### src/rtl/prx_pkg.sv
`timescale 1ns/1ps
package prx_pkg;

  localparam int NFLAG   = 6;
  localparam int F_CORR  = 0;
  localparam int F_FATAL = 1;
  localparam int F_ROUTE = 2;
  localparam int F_SEQ   = 3;
  localparam int F_CRC   = 4;
  localparam int F_LEN   = 5;

  localparam int          CRC_W    = 16;
  localparam logic [15:0] CRC_POLY = 16'h1021;
  localparam logic [15:0] CRC_INIT = 16'hFFFF;

  typedef enum logic [1:0] {
    ST_HDR,
    ST_PAY,
    ST_TRL,
    ST_DRAIN
  } rx_state_e;

  // Number of Hamming check bits needed for k data bits.
  function automatic int chk_width(input int k);
    int p;
    p = 0;
    while ((1 << p) < (k + p + 1)) p++;
    return p;
  endfunction

endpackage

### src/rtl/prx_ctrl.sv
`timescale 1ns/1ps
module prx_ctrl #(
  parameter int              ID_W  = 4,
  parameter int              SEQ_W = 8,
  parameter int              LEN_W = 6,
  parameter int              CMD_W = 4,
  parameter logic [ID_W-1:0] MY_ID = 5,
  parameter int              DW    = 32,
  localparam int HDR_W = 2*ID_W + SEQ_W + LEN_W + CMD_W
) (
  input  logic             clk,
  input  logic             rst_n,
  input  logic             in_valid,
  input  logic [DW-1:0]    in_data,
  input  logic             in_last,
  input  logic [HDR_W-1:0] hdr_i,
  input  logic             hdr_corr_i,
  input  logic             hdr_fatal_i,
  input  logic [15:0]      crc_i,
  output logic             crc_clr_o,
  output logic             crc_en_o,
  output logic             pl_valid_o,
  output logic [DW-1:0]    pl_data_o,
  output logic [ID_W-1:0]  hdr_dst_o,
  output logic [ID_W-1:0]  hdr_src_o,
  output logic [SEQ_W-1:0] hdr_seq_o,
  output logic [LEN_W-1:0] hdr_len_o,
  output logic [CMD_W-1:0] hdr_cmd_o,
  output logic             st_valid_o,
  output logic             st_ok_o,
  output logic [5:0]       st_flags_o
);
  import prx_pkg::*;

  localparam int SRC_LO = ID_W;
  localparam int SEQ_LO = 2*ID_W;
  localparam int LEN_LO = SEQ_LO + SEQ_W;
  localparam int CMD_LO = LEN_LO + LEN_W;
  localparam logic [NFLAG-1:0] BAD_MASK = ~(NFLAG'(1) << F_CORR);

  // header field slices of the corrected header
  logic [ID_W-1:0]  f_dst, f_src;
  logic [SEQ_W-1:0] f_seq;
  logic [LEN_W-1:0] f_len;
  logic [CMD_W-1:0] f_cmd;

  assign f_dst = hdr_i[ID_W-1:0];
  assign f_src = hdr_i[SRC_LO +: ID_W];
  assign f_seq = hdr_i[SEQ_LO +: SEQ_W];
  assign f_len = hdr_i[LEN_LO +: LEN_W];
  assign f_cmd = hdr_i[CMD_LO +: CMD_W];

  rx_state_e        state_q, state_d;
  logic [LEN_W-1:0] cnt_q, cnt_d, cnt_inc;
  logic [LEN_W-1:0] len_q, len_d;
  logic [SEQ_W-1:0] exp_q, exp_d;
  logic [NFLAG-1:0] flags_q, flags_d, hflags;
  logic             hdr_load, pl_load;
  logic             st_valid_d, st_ok_d;
  logic [NFLAG-1:0] st_flags_d;

  logic             pl_valid_q;
  logic [DW-1:0]    pl_data_q;
  logic [ID_W-1:0]  dst_q, src_q;
  logic [SEQ_W-1:0] seq_q;
  logic [LEN_W-1:0] hlen_q;
  logic [CMD_W-1:0] cmd_q;
  logic             st_valid_q, st_ok_q;
  logic [NFLAG-1:0] st_flags_q;

  assign cnt_inc = cnt_q + LEN_W'(1);

  // next-state logic
  always_comb begin
    state_d    = state_q;
    cnt_d      = cnt_q;
    len_d      = len_q;
    exp_d      = exp_q;
    flags_d    = flags_q;
    hflags     = '0;
    hdr_load   = 1'b0;
    pl_load    = 1'b0;
    crc_clr_o  = 1'b0;
    crc_en_o   = 1'b0;
    st_valid_d = 1'b0;
    st_flags_d = '0;
    if (in_valid) begin
      unique case (state_q)
        ST_HDR: begin
          crc_clr_o = 1'b1;
          cnt_d     = '0;
          if (hdr_fatal_i) begin
            hflags[F_FATAL] = 1'b1;
          end else begin
            hflags[F_CORR] = hdr_corr_i;
            hdr_load       = 1'b1;
            len_d          = f_len;
            if (f_dst != MY_ID) begin
              hflags[F_ROUTE] = 1'b1;
            end else begin
              hflags[F_SEQ] = (f_seq != exp_q);
              exp_d         = f_seq + SEQ_W'(1);
            end
          end
          flags_d = hflags;
          if (in_last) begin
            st_valid_d = 1'b1;
            st_flags_d = hflags;
            if (!hdr_fatal_i) st_flags_d[F_LEN] = 1'b1;
          end else if (hdr_fatal_i) begin
            state_d = ST_DRAIN;
          end else if (f_len == '0) begin
            state_d = ST_TRL;
          end else begin
            state_d = ST_PAY;
          end
        end
        ST_PAY: begin
          if (in_last) begin
            st_valid_d        = 1'b1;
            st_flags_d        = flags_q;
            st_flags_d[F_LEN] = 1'b1;
            state_d           = ST_HDR;
          end else begin
            pl_load  = 1'b1;
            crc_en_o = 1'b1;
            cnt_d    = cnt_inc;
            if (cnt_inc == len_q) state_d = ST_TRL;
          end
        end
        ST_TRL: begin
          if (in_last) begin
            st_valid_d        = 1'b1;
            st_flags_d        = flags_q;
            st_flags_d[F_CRC] = (in_data[15:0] != crc_i);
            state_d           = ST_HDR;
          end else begin
            flags_d[F_LEN] = 1'b1;
            state_d        = ST_DRAIN;
          end
        end
        default: begin
          if (in_last) begin
            st_valid_d = 1'b1;
            st_flags_d = flags_q;
            state_d    = ST_HDR;
          end
        end
      endcase
    end
    st_ok_d = st_valid_d && ((st_flags_d & BAD_MASK) == '0);
  end

  // control registers
  always_ff @(posedge clk or negedge rst_n) begin
    if (!rst_n) begin
      state_q    <= ST_HDR;
      cnt_q      <= '0;
      len_q      <= '0;
      exp_q      <= '0;
      flags_q    <= '0;
      pl_valid_q <= 1'b0;
      st_valid_q <= 1'b0;
      st_ok_q    <= 1'b0;
      st_flags_q <= '0;
    end else begin
      state_q    <= state_d;
      cnt_q      <= cnt_d;
      len_q      <= len_d;
      exp_q      <= exp_d;
      flags_q    <= flags_d;
      pl_valid_q <= pl_load;
      st_valid_q <= st_valid_d;
      st_ok_q    <= st_ok_d;
      st_flags_q <= st_flags_d;
    end
  end

  // payload data register, enabled per forwarded word
  always_ff @(posedge clk or negedge rst_n) begin
    if (!rst_n)       pl_data_q <= '0;
    else if (pl_load) pl_data_q <= in_data;
  end

  // header field registers, enabled on a decodable header
  always_ff @(posedge clk or negedge rst_n) begin
    if (!rst_n) begin
      dst_q  <= '0;
      src_q  <= '0;
      seq_q  <= '0;
      hlen_q <= '0;
      cmd_q  <= '0;
    end else if (hdr_load) begin
      dst_q  <= f_dst;
      src_q  <= f_src;
      seq_q  <= f_seq;
      hlen_q <= f_len;
      cmd_q  <= f_cmd;
    end
  end

  assign pl_valid_o = pl_valid_q;
  assign pl_data_o  = pl_data_q;
  assign hdr_dst_o  = dst_q;
  assign hdr_src_o  = src_q;
  assign hdr_seq_o  = seq_q;
  assign hdr_len_o  = hlen_q;
  assign hdr_cmd_o  = cmd_q;
  assign st_valid_o = st_valid_q;
  assign st_ok_o    = st_ok_q;
  assign st_flags_o = st_flags_q;

endmodule

### config.mk
export PLATFORM = sky130hd
export DESIGN_NAME = prx_ctrl
export DESIGN_NICKNAME = d
export VERILOG_FILES = /design/src/rtl/prx_pkg.sv /design/src/rtl/prx_ctrl.sv
export SDC_FILE = /design/constraint.sdc
export NUM_CORES = 1
export LEC_CHECK = 0
export BUFFER_PORTS_ARGS = -buffer_cell sky130_fd_sc_hd__buf_2
export CORE_MARGIN = 4
export CORE_UTILIZATION = 49
export DETAILED_ROUTE_END_ITERATION = 6
export MAX_ROUTING_LAYER = met4
export PLACE_DENSITY = 0.85
export SETUP_SLACK_MARGIN = 0.15
export SKIP_LAST_GASP = 1
export SYNTH_ARGS = -nofsm -noshare
export SYNTH_HDL_FRONTEND = slang
export SYNTH_SLANG_ARGS = --single-unit
### constraint.sdc
create_clock -name clk -period 1.8 [get_ports clk]
set_input_delay 0.09 -clock clk [delete_from_list [all_inputs] [get_ports clk]]
set_output_delay 0.09 -clock clk [all_outputs]
set_load 0.005 [all_outputs]
==> results of run 1 <==
-- kinds of logic after synthesis --
kind of cell    synth area share (%)
compound gates                  5.36
xor+xnor                        8.31
fa+ha+maj                      0.609
buf+inv                         2.31
flops                           57.2
mux                            0.548
simple gates                    25.6
-- worst max-delay path: stages (launching register included) --
cell and delay [ns]:
dfrtp_1 0.42, ha_4 0.27, xnor2_2 0.19, o211ai_1 0.14, a211oi_1 0.18, and3_1 0.23
a31oi_1 0.10
-- layout by cell type (no fill, tap or decap), types with 3 or more instances in the layout --
cell type,instances
clkbuf_8,9
nand2_1,210
nand4_1,5
o21ai_0,15
buf_2,147
xor2_1,15
nor2_1,11
dfrtp_1,92
o21ai_1,3
inv_1,4
nand3_1,3
xnor2_1,22
buf_4,23
clkinv_2,3
dlygate4sd3_1,57
a21oi_1,5
and3_1,3
-- cells in the mapped netlist, drive strengths merged (3+ instances only) --
cell,n,area [um^2]
o21ai,18,90.1
nand4,5,31.3
nor4,3,18.8
nand3,5,25.0
and3,3,18.8
a21oi,6,33.8
clkbuf,7,26.3
nand2,212,798
nor3,4,25.0
xor2,15,131
xnor2,24,210
nor2,13,48.8
inv,4,15.0
buf,10,50.1
dfrtp,94,2350
-- power groups by stage --
stage | registers [mW] | clock network, mW | logic, mW
finish | 3.22 | 1.21 | 2.21
global route | 3.29 | 1.32 | 2.45
CTS | 3.17 | 1.24 | 2.02
detailed placement | 3.21 | 0 | 1.85
global placement | 3.17 | 0 | 1.75
floorplan | 3.21 | 0 | 0.854
-- timing repair --
| action | in CTS | in global routing |
|---|---|---|
| cloned | 1 | 0 |
| resized for setup | 8 | 14 |
| hold endpoints to repair | 128 | 0 |
| buffers inserted | 3 | 12 |
| hold buffers | 57 | 0 |
| setup endpoints to repair | 15 | 7 |
| pin swaps | 2 | 4 |
-- layer usage --
metal | share of wire, % | vias to the layer above
met1 | 38 | 1948
li1 | - | 1885
met4 | 2.0 | 0
met3 | 8.3 | 21
met5 | 0 | -
met2 | 51 | 216
-- area by class of cell --
type	instances	area (um^2)
sequential	94	2350
inverter	5	21.3
timing repair buffer	230	1550
clock buffer	9	124
tap	105	131
multi-input combinational	334	1760
fill	534	2200
clock inverter	6	38.8
-- worst max path at each step --
stage                           startpoint                endpoint  slack (ns)  depth (start not counted)
finish                cnt_q[0]$_DFFE_PN0P_  state_q[0]$_DFFE_PN0P_        0.16                          6
global route          cnt_q[0]$_DFFE_PN0P_  state_q[0]$_DFFE_PN0P_        0.13                          6
CTS                 state_q[1]$_DFFE_PN0P_                crc_en_o        0.13                          5
detailed placement    cnt_q[0]$_DFFE_PN0P_  state_q[1]$_DFFE_PN0P_        0.06                          6
global placement      cnt_q[0]$_DFFE_PN0P_  state_q[0]$_DFFE_PN0P_        0.17                          6
floorplan             cnt_q[0]$_DFFE_PN0P_  state_q[0]$_DFFE_PN0P_        0.26                          6
-- stage by stage --
step                setup WS, ns  cell area, um^2  utilization [%]
finish                     0.158             5980             73.1
global route               0.126             5980             73.1
CTS                        0.133             5810             71.0
detailed placement        0.0563             5000             61.2
global placement           0.170             5000             61.2
floorplan                  0.255             4110                -
-- flip-flops by register name, indices dropped and copies added, names as in the netlist --
name and cells:
pl_data_o 32, exp_q 8, hdr_seq_o 8, cnt_q 6
hdr_len_o 6, len_q 6, st_flags_o 6, flags_q 5
hdr_cmd_o 4, hdr_dst_o 4, hdr_src_o 4, state_q 2
pl_valid_o 1, st_ok_o 1, st_valid_o 1
==> flow_summary.yaml, run 1 <==
sta:
  tightest_slew_ns: 0.473
  fmax_mhz: 609
  holdWs_ns: 0.0205
  tns_ns: 0
  hold_viol_final: 0
  max-slew-margin-rel_pct: 68.0
  finClkSkew_ns: 0.00963
  period_needed_ns: 1.64
  period_share_pct: 91.2
  setup_viol: 0
  slew_viol_final: 0
  rsz0062_at_grt: "yes"
yosys:
  synthFlopType: "dfrtp_1"
  synth_nets: 532
  ys_types: 39
  yosysWarnings: 0
  synth_edf_count: 0
  async_flop_share_pct: 100
  seq_area_frac_synth_pct: 57.2
  syn_inst: 450
  synth_area_per_cell_um2: 9.13
  synth_seq_cells: 94
  syn_area_um2: 4110
cts:
  cts_tree: "done"
  htreeDepth: 3
  numCtsBuffers: 9
  clkSinkCount: 94
  root_buffer: "clkbuf_8"
  clk_latency_ns: 0.36
  clock_path_buffers: 2
  path_clk_slew_ns: 0.09
setup_path:
  required_ns: 2.04
  rr_endpoint: "state_q[0]$_DFFE_PN0P_"
  cp.arrival_ns: 1.89
  reg2reg_depth: 6
  end_kind: "register"
  r2r_slack_ns: 0.16
  path_class: "register to register"
  path_max_fanout: 2
  timing.rr.start: "cnt_q[0]$_DFFE_PN0P_"
  start_kind: "register"
global_route:
  overflow: 0
  met1_usage_pct: 30.9
  grt_pass1_vias: 4162
  grtUsageTotal_pct: 26.1
  antenna_found_initial: 0
  use_met3_pct: 4.77
  grt_pass1_wl_um: 20100
  grt_start_max_net_pins: 44
  busiest_layer: "met2"
  grtUsageMet2_pct: 44.3
pwr:
  power_mw: 6.64
  p_sw_mw: 2.29
  p_sw_share_pct: 34.5
  comb_power_share_pct: 33.4
  ir_worst_vdd_mv: 0.597
  clockPowerShare_pct: 18.2
  p_seq_share_pct: 48.4
  power_density_nw_per_um2: 1110
  intPower_mw: 4.35
  p_leak_nw: 3.25
final_layout:
  drive_gt1_share_pct: 31.1
  antennaDiodeCount: 0
  area_delta_synth_final_pct: 45.5
  stdcell_count: 783
  fin_nets: 756
route:
  wl_um: 12600
  ant_nets: 0
  viasPerCell: 5.20
  drc: 0
  vias: 4070
  drt_pass1_iterations: 6
  drt_iter0_drc: 216
  routedWlPerCell_um: 16.1
floorplan:
  core_area_um2: 8180
  die_x_um: 99.6
  die_area_um2: 9920
  rows: 33
  ios: 149
  start_util_pct: 50.3
  dieHeight_um: 99.6
hold_path:
  whs_endpoint: "flags_q[0]$_DFFE_PN0P_"
  min_from: "hdr_corr_i"
  hold_path_depth: 3
  hold_class: "input port to register"
place:
  place_inst: 695
  gp_congestion: 0.904
  portBuffers: 148
  hpwl_um: 7590
run_status:
  outcome: "completed"
job:
  max-cap-violations: 0
No activity file was read; power rests on OpenSTA's default activity.
==> run 2, diff against run 1 <==
- ABC_AREA: not set -> 1
- CORE_UTILIZATION: 49 -> 50
- PLACE_DENSITY: 0.85 -> 0.86
==> run 2 against run 1 <==
  * Total power grew 15%
  * Clock skew is 0.0013 ns lower
  * Highest routed layer unchanged
  * Synthesized cell count up 18%
==> flow_summary.yaml, run 2 <==
final_layout:
  final_common_cell: "nand2_1"
  largest_reg_flops: 32
  layout_common_cells: "225 x nand2_1, 147 x buf_2, 91 x dfrtp_1, 50 x inv_1, 47 x dlygate4sd3_1"
  fin_nets: 823
  drive_gt1_share_pct: 27.5
  area_delta_synth_final_pct: 38.1
  filler_cell_count: 591
  antennaDiodeCount: 0
route:
  drt_pass1_iterations: 5
  wl_um: 12300
  viasPerCell: 5.04
  drc: 0
  vias: 4293
  drt_iter0_drc: 255
  ant_nets: 0
  routedWlPerCell_um: 14.5
setup_path:
  critical_path.endpoint: "state_q[1]$_DFFE_PN0P_"
  cp.arrival_ns: 1.86
  path_max_fanout: 5
  end_kind: "register"
  path_class: "register to register"
  r2r_slack_ns: 0.18
  required_ns: 2.05
  timing.rr.start: "cnt_q[1]$_DFFE_PN0P_"
  rr_endpoint: "state_q[1]$_DFFE_PN0P_"
  crit_start: "cnt_q[1]$_DFFE_PN0P_"
  start_kind: "register"
  crit_path_max_incr_delay_ns: 0.46
  worstPathCellList: "ha_4 > inv_1 > nand2_1 > nand2_1 > nor2_1 > nand3_1 > nor2_1 > nand3_1 > nand2_2 > nand2_1 > nand2_1 > nand2_1"
  path_common_cell: "nand2_1"
  reg2reg_depth: 12
  slowest_stage: "dfrtp_2"
sta:
  finClkSkew_ns: 0.00830
  max-slew-margin-rel_pct: 66.3
  tightest_slew_ns: 0.505
  slew_viol_final: 0
  period_share_pct: 89.8
  fmax_mhz: 619
  period_needed_ns: 1.62
  setup_viol: 0
  tns_ns: 0
  rsz0062_at_grt: "yes"
  fin_ws_ns: 0.184
  hold_viol_final: 0
yosys:
  yosysTopAreaCell: "dfrtp_1"
  ys_types: 27
  synthFlopType: "dfrtp_1"
  async_flop_share_pct: 100
  synth_area_per_cell_um2: 8.16
  synth_nets: 614
  syn_area_um2: 4340
  synth_edf_count: 0
  synth_seq_cells: 94
  synth_top_area_share_pct: 54.2
  yosys-top-cells-count: "227 x nand2_1, 94 x dfrtp_1, 50 x inv_1, 30 x nand3_1, 24 x nor2_1"
  yosysWarnings: 0
  seq_area_frac_synth_pct: 54.2
  syn_inst: 532
  synthTopCellsByArea: "dfrtp_1 54%, nand2_1 20%, inv_1 4.3%"
  synth.most_common_cell: "nand2_1"
global_route:
  grtUsageTotal_pct: 24.3
  overflow: 0
  antenna_found_initial: 0
  grt_start_max_net_pins: 46
  grt_pass1_vias: 4275
  grt_pass1_wl_um: 19400
job:
  max-cap-violations: 0
run_status:
  outcome: "completed"
place:
  portBuffers: 148
  hpwl_um: 8050
  gp_congestion: 0.964
  pre_cts_slack_ns: 0.147
pwr:
  p_leak_nw: 3.36
  p_seq_share_pct: 45.8
  power_density_nw_per_um2: 1270
  p_sw_mw: 2.85
  clockPowerShare_pct: 17.2
  intPower_mw: 4.77
  comb_power_share_pct: 37.0
  ir_worst_vdd_mv: 0.713
  p_sw_share_pct: 37.4
hold_path:
  hold_class: "input port to register"
floorplan:
  ios: 149
  die_area_um2: 10200
  rows: 33
  start_util_pct: 52.0
  core_area_um2: 8340
  die_x_um: 101
  dieHeight_um: 101
cts:
  htreeDepth: 3
  clock_path_buffers: 2
  cts_tree: "done"
  root_buffer: "clkbuf_8"
  clk_latency_ns: 0.35
  numCtsBuffers: 9
  clkSinkCount: 94
  path_clk_slew_ns: 0.10
[run 2: area by class of cell]
| cell class | count | area [um^2] | area share, % |
|---|---|---|---|
| tap | 105 | 131 | 2.19 |
| timing repair buffer | 213 | 1400 | 23.3 |
| multi-input combinational | 367 | 1700 | 28.4 |
| clock buffer | 9 | 124 | 2.07 |
| inverter | 56 | 218 | 3.63 |
| clock inverter | 7 | 68.8 | 1.15 |
| sequential | 94 | 2360 | 39.3 |
[run 2: power by group through the flow]
stage / Clock [mW] / Combinational, mW / Sequential, mW
CTS: 1.34 / 2.67 / 3.45
global route: 1.46 / 3.20 / 3.59
detailed placement: 0 / 2.57 / 3.47
finish: 1.31 / 2.82 / 3.49
floorplan: 0 / 1.38 / 3.49
global placement: 0 / 2.46 / 3.44
[run 2: worst min path at each step]
stage | startpoint | to | slack, ns | depth (start not counted)
floorplan | rst_n | cnt_q[0]$_DFFE_PN0P_ | -0.21 | 0
global placement | rst_n | pl_data_o[7]$_DFFE_PN0P_ | 0.09 | 1
detailed placement | rst_n | pl_data_o[4]$_DFFE_PN0P_ | 0.1 | 1
CTS | hdr_i[3] | hdr_dst_o[3]$_DFFE_PN0P_ | 0.007 | 3
global route | in_data[1] | pl_data_o[1]$_DFFE_PN0P_ | 0.03 | 3
finish | in_data[9] | pl_data_o[9]$_DFFE_PN0P_ | 0.02 | 3
[run 2: per-stage QoR]
stage | power, mW | instances | instance area (um^2) | hold WS [ns] | utilization, %
2_1_floorplan | 4.87 | 532 | 4340 | -0.206 | -
3_3_place_gp | 5.90 | 777 | 5180 | 0.0878 | 62.1
3_5_place_dp | 6.04 | 777 | 5180 | 0.0959 | 62.1
6_report | 7.62 | 851 | 5990 | 0.0248 | 71.9
4_1_cts | 7.46 | 840 | 5870 | 0.00680 | 70.3
5_1_grt | 8.25 | 851 | 5990 | 0.0311 | 71.9
[run 2: timing repair]
action,CTS,global route
cloned,0,1
gates resized for setup,7,9
pin swaps,0,3
hold buffers,47,0
setup endpoints to repair,6,50
setup buffers,0,10
endpoints found under the hold margin,87,0
[run 2: logic make-up (layout without fill, tap and decap cells)]
kind of cell	Yosys count	in the layout	synth area share, %
buffers and inverters	71	285	7.15
and+or+nand+nor	302	302	29.1
AOI/OAI and AO/OA	47	47	5.71
xor gates and xnor gates	16	16	3.23
adders and majority gates	2	2	0.577
DFF	94	94	54.2
[run 2: worst max-delay path, delay by kind of cell, from the launching register on]
kind,cells,cell delay [ns]
and+or+nand+nor,10,0.72
adders and majority gates,1,0.28
DFF,1,0.46
buffers and inverters,1,0.04
[run 2: routing by layer]
metal / track usage [%] / vias to the layer above / part of all wire [%]
met1: 28.4 / 2007 / 40
met2: 43.2 / 193 / 51
met3: 4.27 / 16 / 7.9
met4: 6.13 / 0 / 0.88
met5: - / - / 0
li1: - / 2077 / -
